===== config.mk =====
export PLATFORM = sky130hd
export DESIGN_NAME = rsc_resync_ctrl
export DESIGN_NICKNAME = d
export VERILOG_FILES = /design/src/rtl/rsc_pkg.sv /design/src/rtl/rsc_slip_checker.sv /design/src/rtl/rsc_window_meter.sv /design/src/rtl/rsc_decision.sv /design/src/rtl/rsc_resync_ctrl.sv
export SDC_FILE = /design/constraint.sdc
export NUM_CORES = 1
export LEC_CHECK = 0
export ABC_CLOCK_PERIOD_IN_PS = 4000
export BUFFER_PORTS_ARGS = -buffer_cell sky130_fd_sc_hd__buf_4
export CORE_ASPECT_RATIO = 0.75
export CORE_MARGIN = 1
export CORE_UTILIZATION = 35
export DETAILED_ROUTE_END_ITERATION = 8
export PLACE_DENSITY_LB_ADDON = 0.1
export SYNTH_ARGS = -nofsm -noshare
export SYNTH_HDL_FRONTEND = slang
export SYNTH_SLANG_ARGS = --single-unit

===== constraint.sdc =====
create_clock -name clk -period 4 [get_ports clk]
set_input_delay 0.6 -clock clk [delete_from_list [all_inputs] [get_ports clk]]
set_output_delay 0.6 -clock clk [all_outputs]
set_load 0.05 [all_outputs]

===== src/rtl/rsc_pkg.sv =====
package rsc_pkg;
  typedef enum logic {
    HOLD_IDLE   = 1'b0,
    HOLD_ACTIVE = 1'b1
  } hold_e;

  function automatic logic rsc_predict(input logic old_a, input logic old_b);
    return old_a ^ old_b;
  endfunction
endpackage


===== src/rtl/rsc_slip_checker.sv =====
module rsc_slip_checker #(
  parameter int LEN   = 7,
  parameter int TAP_A = 7,
  parameter int TAP_B = 6
) (
  input  logic clk,
  input  logic rst_n,
  input  logic beat_v,
  input  logic beat_bit,
  output logic slip_err
);
  import rsc_pkg::*;
  localparam int FW = $clog2(LEN + 1);

  logic [LEN-1:0] hist;
  logic [FW-1:0]  fill;
  logic           filled;
  logic           pred;

  assign filled   = (fill == FW'(LEN));
  assign pred     = rsc_predict(hist[TAP_A-1], hist[TAP_B-1]);
  assign slip_err = beat_v && filled && (pred ^ beat_bit);

  always_ff @(posedge clk) begin
    if (!rst_n) begin
      hist <= '0;
      fill <= '0;
    end else if (beat_v) begin
      hist <= {hist[LEN-2:0], beat_bit};
      if (!filled) fill <= fill + 1'b1;
    end
  end
endmodule


===== src/rtl/rsc_window_meter.sv =====
module rsc_window_meter #(
  parameter int WIN_LOG2 = 10,
  localparam int CW      = WIN_LOG2 + 1
) (
  input  logic          clk,
  input  logic          rst_n,
  input  logic          beat_v,
  input  logic          prim_bit,
  input  logic          slip_bit,
  output logic          last_beat,
  output logic [CW-1:0] prim_total,
  output logic [CW-1:0] slip_total
);
  logic [WIN_LOG2-1:0] idx;
  logic [CW-1:0]       prim_cnt;
  logic [CW-1:0]       slip_cnt;

  assign last_beat  = beat_v && (idx == {WIN_LOG2{1'b1}});
  assign prim_total = prim_cnt + CW'(beat_v && prim_bit);
  assign slip_total = slip_cnt + CW'(slip_bit);

  always_ff @(posedge clk) begin
    if (!rst_n) begin
      idx      <= '0;
      prim_cnt <= '0;
      slip_cnt <= '0;
    end else if (beat_v) begin
      idx <= idx + 1'b1;
      if (last_beat) begin
        prim_cnt <= '0;
        slip_cnt <= '0;
      end else begin
        prim_cnt <= prim_total;
        slip_cnt <= slip_total;
      end
    end
  end
endmodule


===== src/rtl/rsc_decision.sv =====
module rsc_decision #(
  parameter int CW = 11
) (
  input  logic          clk,
  input  logic          rst_n,
  input  logic          last_beat,
  input  logic [CW-1:0] prim_total,
  input  logic [CW-1:0] slip_total,
  input  logic [CW-1:0] thr_p,
  input  logic [CW-1:0] thr_s,
  output logic          resync,
  output logic          prim_high,
  output logic          slip_low
);
  import rsc_pkg::*;

  hold_e hold;
  logic  hi, lo, fire;

  assign hi   = (prim_total >= thr_p);
  assign lo   = (slip_total < thr_s);
  assign fire = hi && lo && (hold == HOLD_IDLE);

  always_ff @(posedge clk) begin
    if (!rst_n) begin
      resync    <= 1'b0;
      prim_high <= 1'b0;
      slip_low  <= 1'b0;
      hold      <= HOLD_IDLE;
    end else if (last_beat) begin
      resync    <= fire;
      prim_high <= hi;
      slip_low  <= lo;
      hold      <= fire ? HOLD_ACTIVE : HOLD_IDLE;
    end else begin
      resync    <= 1'b0;
    end
  end
endmodule


===== src/rtl/rsc_resync_ctrl.sv =====
module rsc_resync_ctrl #(
  parameter int WIN_LOG2 = 10,
  parameter int LEN      = 7,
  parameter int TAP_A    = 7,
  parameter int TAP_B    = 6,
  localparam int CW      = WIN_LOG2 + 1
) (
  input  logic          clk,
  input  logic          rst_n,
  input  logic          err_valid,
  input  logic          err_flag,
  output logic          err_ready,
  input  logic [CW-1:0] thr_primary,
  input  logic [CW-1:0] thr_slip,
  output logic          resync_req,
  output logic          primary_high,
  output logic          slip_low
);
  logic          slip_err;
  logic          last_beat;
  logic [CW-1:0] prim_total;
  logic [CW-1:0] slip_total;

  assign err_ready = 1'b1;

  rsc_slip_checker #(.LEN(LEN), .TAP_A(TAP_A), .TAP_B(TAP_B)) u_slip (
    .clk(clk), .rst_n(rst_n), .beat_v(err_valid), .beat_bit(err_flag),
    .slip_err(slip_err)
  );

  rsc_window_meter #(.WIN_LOG2(WIN_LOG2)) u_meter (
    .clk(clk), .rst_n(rst_n), .beat_v(err_valid), .prim_bit(err_flag),
    .slip_bit(slip_err), .last_beat(last_beat),
    .prim_total(prim_total), .slip_total(slip_total)
  );

  rsc_decision #(.CW(CW)) u_dec (
    .clk(clk), .rst_n(rst_n), .last_beat(last_beat),
    .prim_total(prim_total), .slip_total(slip_total),
    .thr_p(thr_primary), .thr_s(thr_slip),
    .resync(resync_req), .prim_high(primary_high), .slip_low(slip_low)
  );
endmodule


==> results of run 1 <==
[where the power goes]
| group | total [mW] | internal [mW] | switching, mW |
|---|---|---|---|
| Clock | 0.323 | 0.159 | 0.164 |
| Sequential | 0.468 | 0.464 | 0.00467 |
| Combinational | 0.0805 | 0.0363 | 0.0442 |
[registers in the layout (all words and copies together) (netlist names)]
name / count
u_meter.slip_cnt: 11
u_dec.slip_low: 1
u_slip.hist: 7
u_dec.hold: 1
u_dec.resync: 1
u_slip.fill: 3
u_meter.idx: 10
u_dec.prim_high: 1
u_meter.prim_cnt: 11
[metal layers]
| metal | track usage, % | wire length [um] |
|---|---|---|
| met5 | 0 | 0 |
| met4 | 4.93 | 66 |
| met3 | 3.20 | 242 |
| met2 | 23.0 | 2490 |
| met1 | 22.2 | 3190 |
[final cells by class]
type                            instances  area share, %
Sequential cell                        46           29.3
Tap cell                              101           4.02
Clock inverter                          1          0.279
Clock buffer                            7           3.07
Timing Repair Buffer                   30           7.17
Multi-Input combinational cell        245           53.3
Inverter                               24           2.87
[worst max-delay path by stage]
stage,startpoint,to
after floorplan,err_valid,u_dec.hold$_SDFFE_PN0P_
after global placement,err_valid,u_dec.resync$_SDFF_PN0_
after detailed placement,err_valid,u_dec.resync$_SDFF_PN0_
after CTS,u_slip.fill[0]$_SDFFE_PN0P_,u_dec.hold$_SDFFE_PN0P_
after global routing,u_slip.fill[0]$_SDFFE_PN0P_,u_dec.resync$_SDFF_PN0_
final,u_slip.fill[0]$_SDFFE_PN0P_,u_dec.hold$_SDFFE_PN0P_
[placed cells by master (no fill, tap or decap), drive strengths merged, types with 3 or more instances in the layout]
cell type / instances
inv: 23
and4: 3
a22oi: 6
nand2: 23
buf: 30
ha: 28
nor3: 4
nor2: 39
a21oi: 17
o21ai: 13
and2: 3
nand3: 24
and3: 8
clkbuf: 7
dfxtp: 46
xor2: 13
nand3b: 3
or3: 3
nand4: 6
mux2i: 9
nor4: 4
xnor2: 17
a21o: 3
[through the flow]
stage	total power, mW	util (%)	worst slack [ns]	instances
5_1_grt	0.917	41.9	0.535	454
3_3_place_gp	0.559	40.5	0.582	446
4_1_cts	0.887	41.9	0.870	454
3_5_place_dp	0.561	40.5	0.595	446
6_report	0.872	41.9	0.885	454
2_1_floorplan	0.529	-	0.792	327
[kinds of logic after synthesis]
| group | Yosys count | synth area share, % |
|---|---|---|
| buf+inv | 36 | 6.07 |
| compound gates | 54 | 12.1 |
| flops | 46 | 33.3 |
| simple gates | 123 | 22.9 |
| mux | 9 | 3.26 |
| xor+xnor | 30 | 9.51 |
| other cells | 1 | 0.136 |
| fa+ha+maj | 28 | 12.7 |
==> results.tsv, run 1 <==
stage	metric	value	unit
worst_setup_path	r2r_slack	0.89	ns
placement	postPlaceCellArea	3040	um2
clock_tree	cts_resized	0	
timing	fmax	0.321	GHz
synth	yosysWarnings	0	
clock_tree	clock_path_buffers	2	
placement	dp_hpwl	4320	um
grt	grt_usage	15.4	%
synth	synth_top_area_cell	dfxtp_1	
timing	skew	0.00764	ns
worst_setup_path	r2r_cells	14	
clock_tree	h-tree-depth	2	
grt	overflow	0	
timing	min_period	3.11	ns
synth	syn_area	2760	um2
route	drc_errors	0	
placement	routabilityCongestion	0.759	
route	drtAntennaViolNets	0	
worst_setup_path	cpPeakStageDelay	0.36	ns
run	maxCapViolCount	0	
synth	yosysMostFrequentCell	dfxtp_1	
final_layout	drive_gt1_share	12.7	%
final_layout	final_area	3140	um2
placement	io_buffers	28	
timing	setup_viol	0	
synth	synth_area_leaders	dfxtp_1 33%, ha_1 13%, xnor2_1 5.4%	
grt	grt_max_degree	35	
final_layout	final-seq-area	921	um2
floorplanning	num_io_pins	30	
route	drt_iter0_drc	109	
synth	yosysTopAreaCellShare	33.3	%
worst_setup_path	worstPathRequired	4.22	ns
synth	synthArstFlopShare	0	%
clock_tree	clock-sinks	46	
route	via_per_inst	5.00	
clock_tree	cts_buffers	5	
grt	grt_pass1_vias	2076	
floorplanning	start_util	36.8	%
pwr	ir_drop	0.144	mV
timing	rsz0062_at_grt	false	
worst_setup_path	timing.rr.start	u_slip.fill[0]$_SDFFE_PN0P_	
clock_tree	holdBufCountCts	0	
worst_setup_path	critPathArrivalTime	3.34	ns
worst_setup_path	cpMostUsedCell	ha_1	
synth	synth_flop_cell	dfxtp_1	
final_layout	diodes	0	
pwr	cellLeakagePower	1.40	nW
worst_setup_path	endpoint_kind	flip-flop	
synth	yosysSeqAreaShare	33.3	%
final_layout	multi_input_comb_area	1670	um2
synth	avgSynthCellArea	8.45	um2
grt	antenna_found_initial	0	
pwr	power_density	277	nW/um2
worst_hold_path	hp-start	u_dec.hold$_SDFFE_PN0P_	
synth	synthesis.nets	381	
floorplanning	die_h	78.9	um
grt	grt_pass1_wl	10100	um
floorplanning	dieArea	8260	um2
worst_setup_path	slowest_stage	dfxtp_1	
worst_setup_path	reg2reg_to	u_dec.hold$_SDFFE_PN0P_	
worst_setup_path	cp_num_buf_inv	0	
timing	relSlewSlack	57.5	%
route	wirelength	5990	um
timing	period_share	77.9	%
outcome	status	finished, final reports clean	
synth	syn_inst	327	
worst_setup_path	path_max_fanout	5	
worst_setup_path	path_depth	14	
final_layout	n_fill_cell	788	
worst_setup_path	crit_chain	ha_1 -> ha_1 -> and3_1 -> ha_1 -> ha_1 -> and4_1 -> nand2_1 -> xnor2_1 -> ha_1 -> a21o_1 -> a21oi_1 -> o2111ai_1 -> o21bai_1 -> o31ai_1	
timing	hold_ws	0.470	ns
floorplanning	die_x	105	um
worst_setup_path	start_kind	flip-flop	
clock_tree	clk_latency	0.30	ns
clock_tree	root_buffer	clkbuf_8	
floorplanning	core_area	7500	um2
worst_hold_path	hold_depth	1	
worst_setup_path	worstSetupPathType	flip-flop to flip-flop	
synth	ys_ff_latch	46	
route	via_count	2271	
final_layout	area_delta_synth_final	13.7	%
synth	synth.distinct_cells	49	
timing	tightestPinTransition	0.634	ns
worst_hold_path	hold_path_end	u_dec.resync$_SDFF_PN0_	
final_layout	nNetsFinal	406	
route	routedWlPerCell	13.2	um
clock_tree	postCtsSetupRepairBufs	0	
worst_hold_path	hold_path_class	flip-flop to flip-flop	
synth	synth_edf_count	0	
clock_tree	cts_tree	done	
worst_setup_path	crit_family	adder cells	
clock_tree	clk_pin_slew	0.09	ns
timing	tns	0	ns
timing	drv_slew	0	
synth	synthTopCellsByCount	46 x dfxtp_1, 37 x nor2_1, 28 x ha_1	
route	drtPass1Iterations	4	
floorplanning	placementRows	27	
timing	finalHoldViolations	0	
Power figures use the tool's default switching activity.
==> inputs of run 2 (changes only) <==
Settings changed: ABC_AREA set to 1, ABC_CLOCK_PERIOD_IN_PS 4000 to 2700.
Clock period 4 ns to 2.7 ns, I/O delays scaled along.
==> run 2 against run 1 <==
  * First-iteration DRC count shrank 12%
  * Power rose by 78%
  * Die area is 7.3% higher
  * Clock power rose by 120%
  * Via count is 19% higher
  * Non-clock buffer count rose by 14
==> results.tsv, run 2 <==
stage	metric	value	unit	change
synth	yosysTopAreaCellShare	31.0	%	-2.3 points
pwr	switching_share	23.2	%	-1.2 points
outcome	status	finished, final reports clean		
grt	grt_pass1_vias	2486		+20%
worst_hold_path	hold_path_class	input port to flip-flop		
grt	grt_pass1_wl	11200	um	+11%
floorplanning	core_area	8060	um2	+7.4%
worst_setup_path	worstSetupPathType	flip-flop to flip-flop		
worst_setup_path	r2r_cells	20		+6
floorplanning	die_h	81.8	um	+3.6%
timing	finalHoldViolations	0		unchanged
pwr	netSwitchingPower	0.360	mW	+69%
pwr	pwr-share-comb	9.0	%	-0.2 points
clock_tree	clock_path_buffers	2		unchanged
route	via_count	2692		+19%
route	highest_layer	met4		
final_layout	largest_registers	u_meter.prim_cnt: 11 flops, u_meter.slip_cnt: 11 flops, u_meter.idx: 10 flops		
floorplanning	num_io_pins	30		unchanged
timing	tns	0	ns	unchanged
worst_setup_path	worstPathRequired	2.91	ns	-1.31 ns
synth	synth_flop_cell	dfxtp_1		
timing	period_share	96.1	%	+18 points
clock_tree	h-tree-depth	2		unchanged
final_layout	final_common_cell	nand2_1		
final_layout	final-seq-area	925	um2	+0.41%
clock_tree	holdBufCountCts	0		unchanged
route	wl_met1	3490	um	+9.5%
worst_setup_path	reg2reg_to	u_dec.slip_low$_SDFFE_PN0P_		
worst_setup_path	path_max_fanout	3		-2
synth	yosysWarnings	0		unchanged
synth	syn_area	2970	um2	+7.5%
timing	relSlewSlack	53.8	%	-3.7 points
route	wirelength	6630	um	+11%
clock_tree	clock-sinks	46		unchanged
synth	synthTopCellsByCount	125 x nand2_1, 72 x inv_1, 51 x nor2_1		
final_layout	drive_gt1_share	18.8	%	+6.1 points
final_layout	nNetsFinal	542		+33%
worst_hold_path	hold_depth	3		+2
timing	fmax	0.386	GHz	+20%
synth	ys_ff_latch	46		unchanged
timing	rsz0062_at_grt	true		
placement	io_buffers	28		unchanged
clock_tree	clk_pin_slew	0.07	ns	-0.02 ns
route	drt_iter0_drc	96		-12%
clock_tree	cts_tree	done		
pwr	cellLeakagePower	1.77	nW	+27%
grt	grt_usage	16.3	%	+0.82 points
pwr	power_frac_seq	45.4	%	-8.3 points
placement	routabilityCongestion	0.835		+9.9%
worst_setup_path	start_kind	flip-flop		
final_layout	multi_input_comb_area	1840	um2	+10%
pwr	power_density	421	nW/um2	+52%
worst_hold_path	hp-start	err_flag		
final_layout	fin_util	45.7	%	+3.9 points
worst_setup_path	endpoint_kind	flip-flop		
final_layout	mostFrequentLayoutCells	121 x nand2_1, 69 x inv_1, 50 x nor2_1		
pwr	clkPwrFrac	45.6	%	+8.6 points
floorplanning	start_util	36.8	%	about the same
final_layout	diodes	0		unchanged
timing	setup_viol	0		unchanged
grt	grt_max_degree	32		-8.6%
route	wl_met2	2910	um	+17%
route	routedWlPerCell	11.2	um	-15%
route	drtAntennaViolNets	0		unchanged
final_layout	area_delta_synth_final	24.1	%	
grt	overflow	0		unchanged
route	via_per_inst	4.53		-9.4%
timing	skew	0.00493	ns	-0.00270 ns
timing	tightestPinTransition	0.692	ns	+0.0580 ns
run	maxCapViolCount	0		unchanged
synth	synthesis.nets	504		+32%
timing	min_period	2.59	ns	-0.521 ns
synth	avgSynthCellArea	6.60	um2	-22%
synth	synthArstFlopShare	0	%	unchanged
route	drtPass1Iterations	4		unchanged
pwr	ir_drop	0.319	mV	+120%
worst_hold_path	hold_path_end	u_slip.hist[0]$_SDFFE_PN0P_		
pwr	p_int	1.19	mW	+81%
clock_tree	clk_latency	0.28	ns	-0.02 ns
synth	yosysMostFrequentCell	nand2_1		
synth	yosysSeqAreaShare	31.0	%	-2.3 points
timing	drv_slew	0		unchanged
synth	synth_edf_count	0		unchanged
final_layout	n_fill_cell	843		+7.0%
floorplanning	die_x	108	um	+3.6%
clock_tree	cts_buffers	5		unchanged
synth	synth.distinct_cells	29		-41%
route	dr_wl_met3	192	um	-21%
route	drc_errors	0		unchanged
synth	synth_top_area_cell	dfxtp_1		
synth	syn_inst	450		+38%
placement	dp_hpwl	4910	um	+14%
grt	antenna_found_initial	0		unchanged
worst_setup_path	critPathArrivalTime	2.80	ns	-0.54 ns
worst_setup_path	timing.rr.start	u_slip.fill[1]$_SDFFE_PN0P_		
floorplanning	placementRows	28		+3.7%
synth	synth_area_leaders	dfxtp_1 31%, nand2_1 16%, ha_1 12%		
clock_tree	root_buffer	clkbuf_16		
floorplanning	dieArea	8860	um2	+7.3%
worst_setup_path	r2r_slack	0.11	ns	-0.78 ns
-- run 2: changes by cell type after synthesis, moves of 9 or more --
cell and delta:
a21oi_1 +15, nor2_1 +14, nand2_1 +102, inv_1 +49
mux2i_1 -9, xnor2_1 -15
-- run 2: how the worst max path moves through the flow --
stage                                 from                     endpoint  slack (ns)
6_report       u_slip.fill[1]$_SDFFE_PN0P_  u_dec.slip_low$_SDFFE_PN0P_        0.11
5_1_grt        u_slip.fill[1]$_SDFFE_PN0P_      u_dec.hold$_SDFFE_PN0P_       -0.05
4_1_cts        u_slip.fill[0]$_SDFFE_PN0P_      u_dec.hold$_SDFFE_PN0P_       0.002
3_5_place_dp   u_slip.fill[0]$_SDFFE_PN0P_      u_dec.hold$_SDFFE_PN0P_       -0.17
3_3_place_gp   u_slip.fill[0]$_SDFFE_PN0P_      u_dec.hold$_SDFFE_PN0P_       -0.08
2_1_floorplan                    err_valid      u_dec.hold$_SDFFE_PN0P_       0.005
-- run 2: repair_timing --
item | in CTS | in global routing
setup buffers | 1 | 4
setup endpoints to repair | 3 | 3
gates resized for setup | 9 | 24
pin swaps | 3 | 20
-- run 2: cell families (layout without fill, tap and decap cells) --
logic type | Yosys count | in the layout | synth area share (%)
buffers and inverters | 89 | 128 | 11.8
xor gates and xnor gates | 12 | 12 | 3.79
adders and majority gates | 28 | 28 | 11.8
and+or+nand+nor | 222 | 222 | 32.2
DFF | 46 | 46 | 31.0
other | 1 | 1 | 0.126
AOI/OAI and AO/OA | 52 | 52 | 9.27
-- run 2: worst max-delay path, stage by stage (launching register included) --
cell and delay [ns]:
dfxtp_2 0.35, ha_4 0.14, ha_4 0.14, nand2_4 0.05
nor2_4 0.13, ha_4 0.17, ha_4 0.15, nand3_4 0.09
nor2_4 0.14, nand3_1 0.08, nand2_1 0.08, inv_2 0.04
ha_1 0.28, nand2_1 0.07, inv_1 0.04, nand2_1 0.06
nor2_1 0.05, nand2_1 0.06, nand3_2 0.10, buf_4 0.14
o21ai_0 0.13
-- run 2: cell type report --
type	count	area share, %
Sequential cell	46	25.1
Inverter	76	7.74
Timing Repair Buffer	44	9.06
Multi-Input combinational cell	315	50.0
Tap cell	105	3.56
Clock buffer	6	3.50
Clock inverter	2	1.02
-- run 2: per-stage QoR --
step | cell area (um2) | setup WS (ns) | hold WS (ns) | instances | power (mW)
after detailed placement | 3330 | -0.174 | 0.461 | 581 | 0.852
after CTS | 3540 | 0.00248 | 0.430 | 590 | 1.56
after floorplan | 2970 | 0.00524 | 0.441 | 450 | 0.800
after global routing | 3690 | -0.0485 | 0.457 | 594 | 1.61
after global placement | 3330 | -0.0825 | 0.453 | 581 | 0.849
final | 3690 | 0.107 | 0.429 | 594 | 1.55
-- run 2: metal layers --
layer,global-route usage (%),up-vias
met5,0,-
met3,2.70,2
met2,27.7,37
li1,-,1477
met4,4.05,0
met1,21.5,1176
-- run 2: power by group through the flow --
stage          clock network, mW  logic [mW]  registers [mW]
6_report                   0.706       0.140           0.704
5_1_grt                    0.747       0.163           0.705
4_1_cts                    0.720       0.137           0.701
3_5_place_dp                   0       0.136           0.716
3_3_place_gp                   0       0.133           0.716
2_1_floorplan                  0      0.0852           0.714
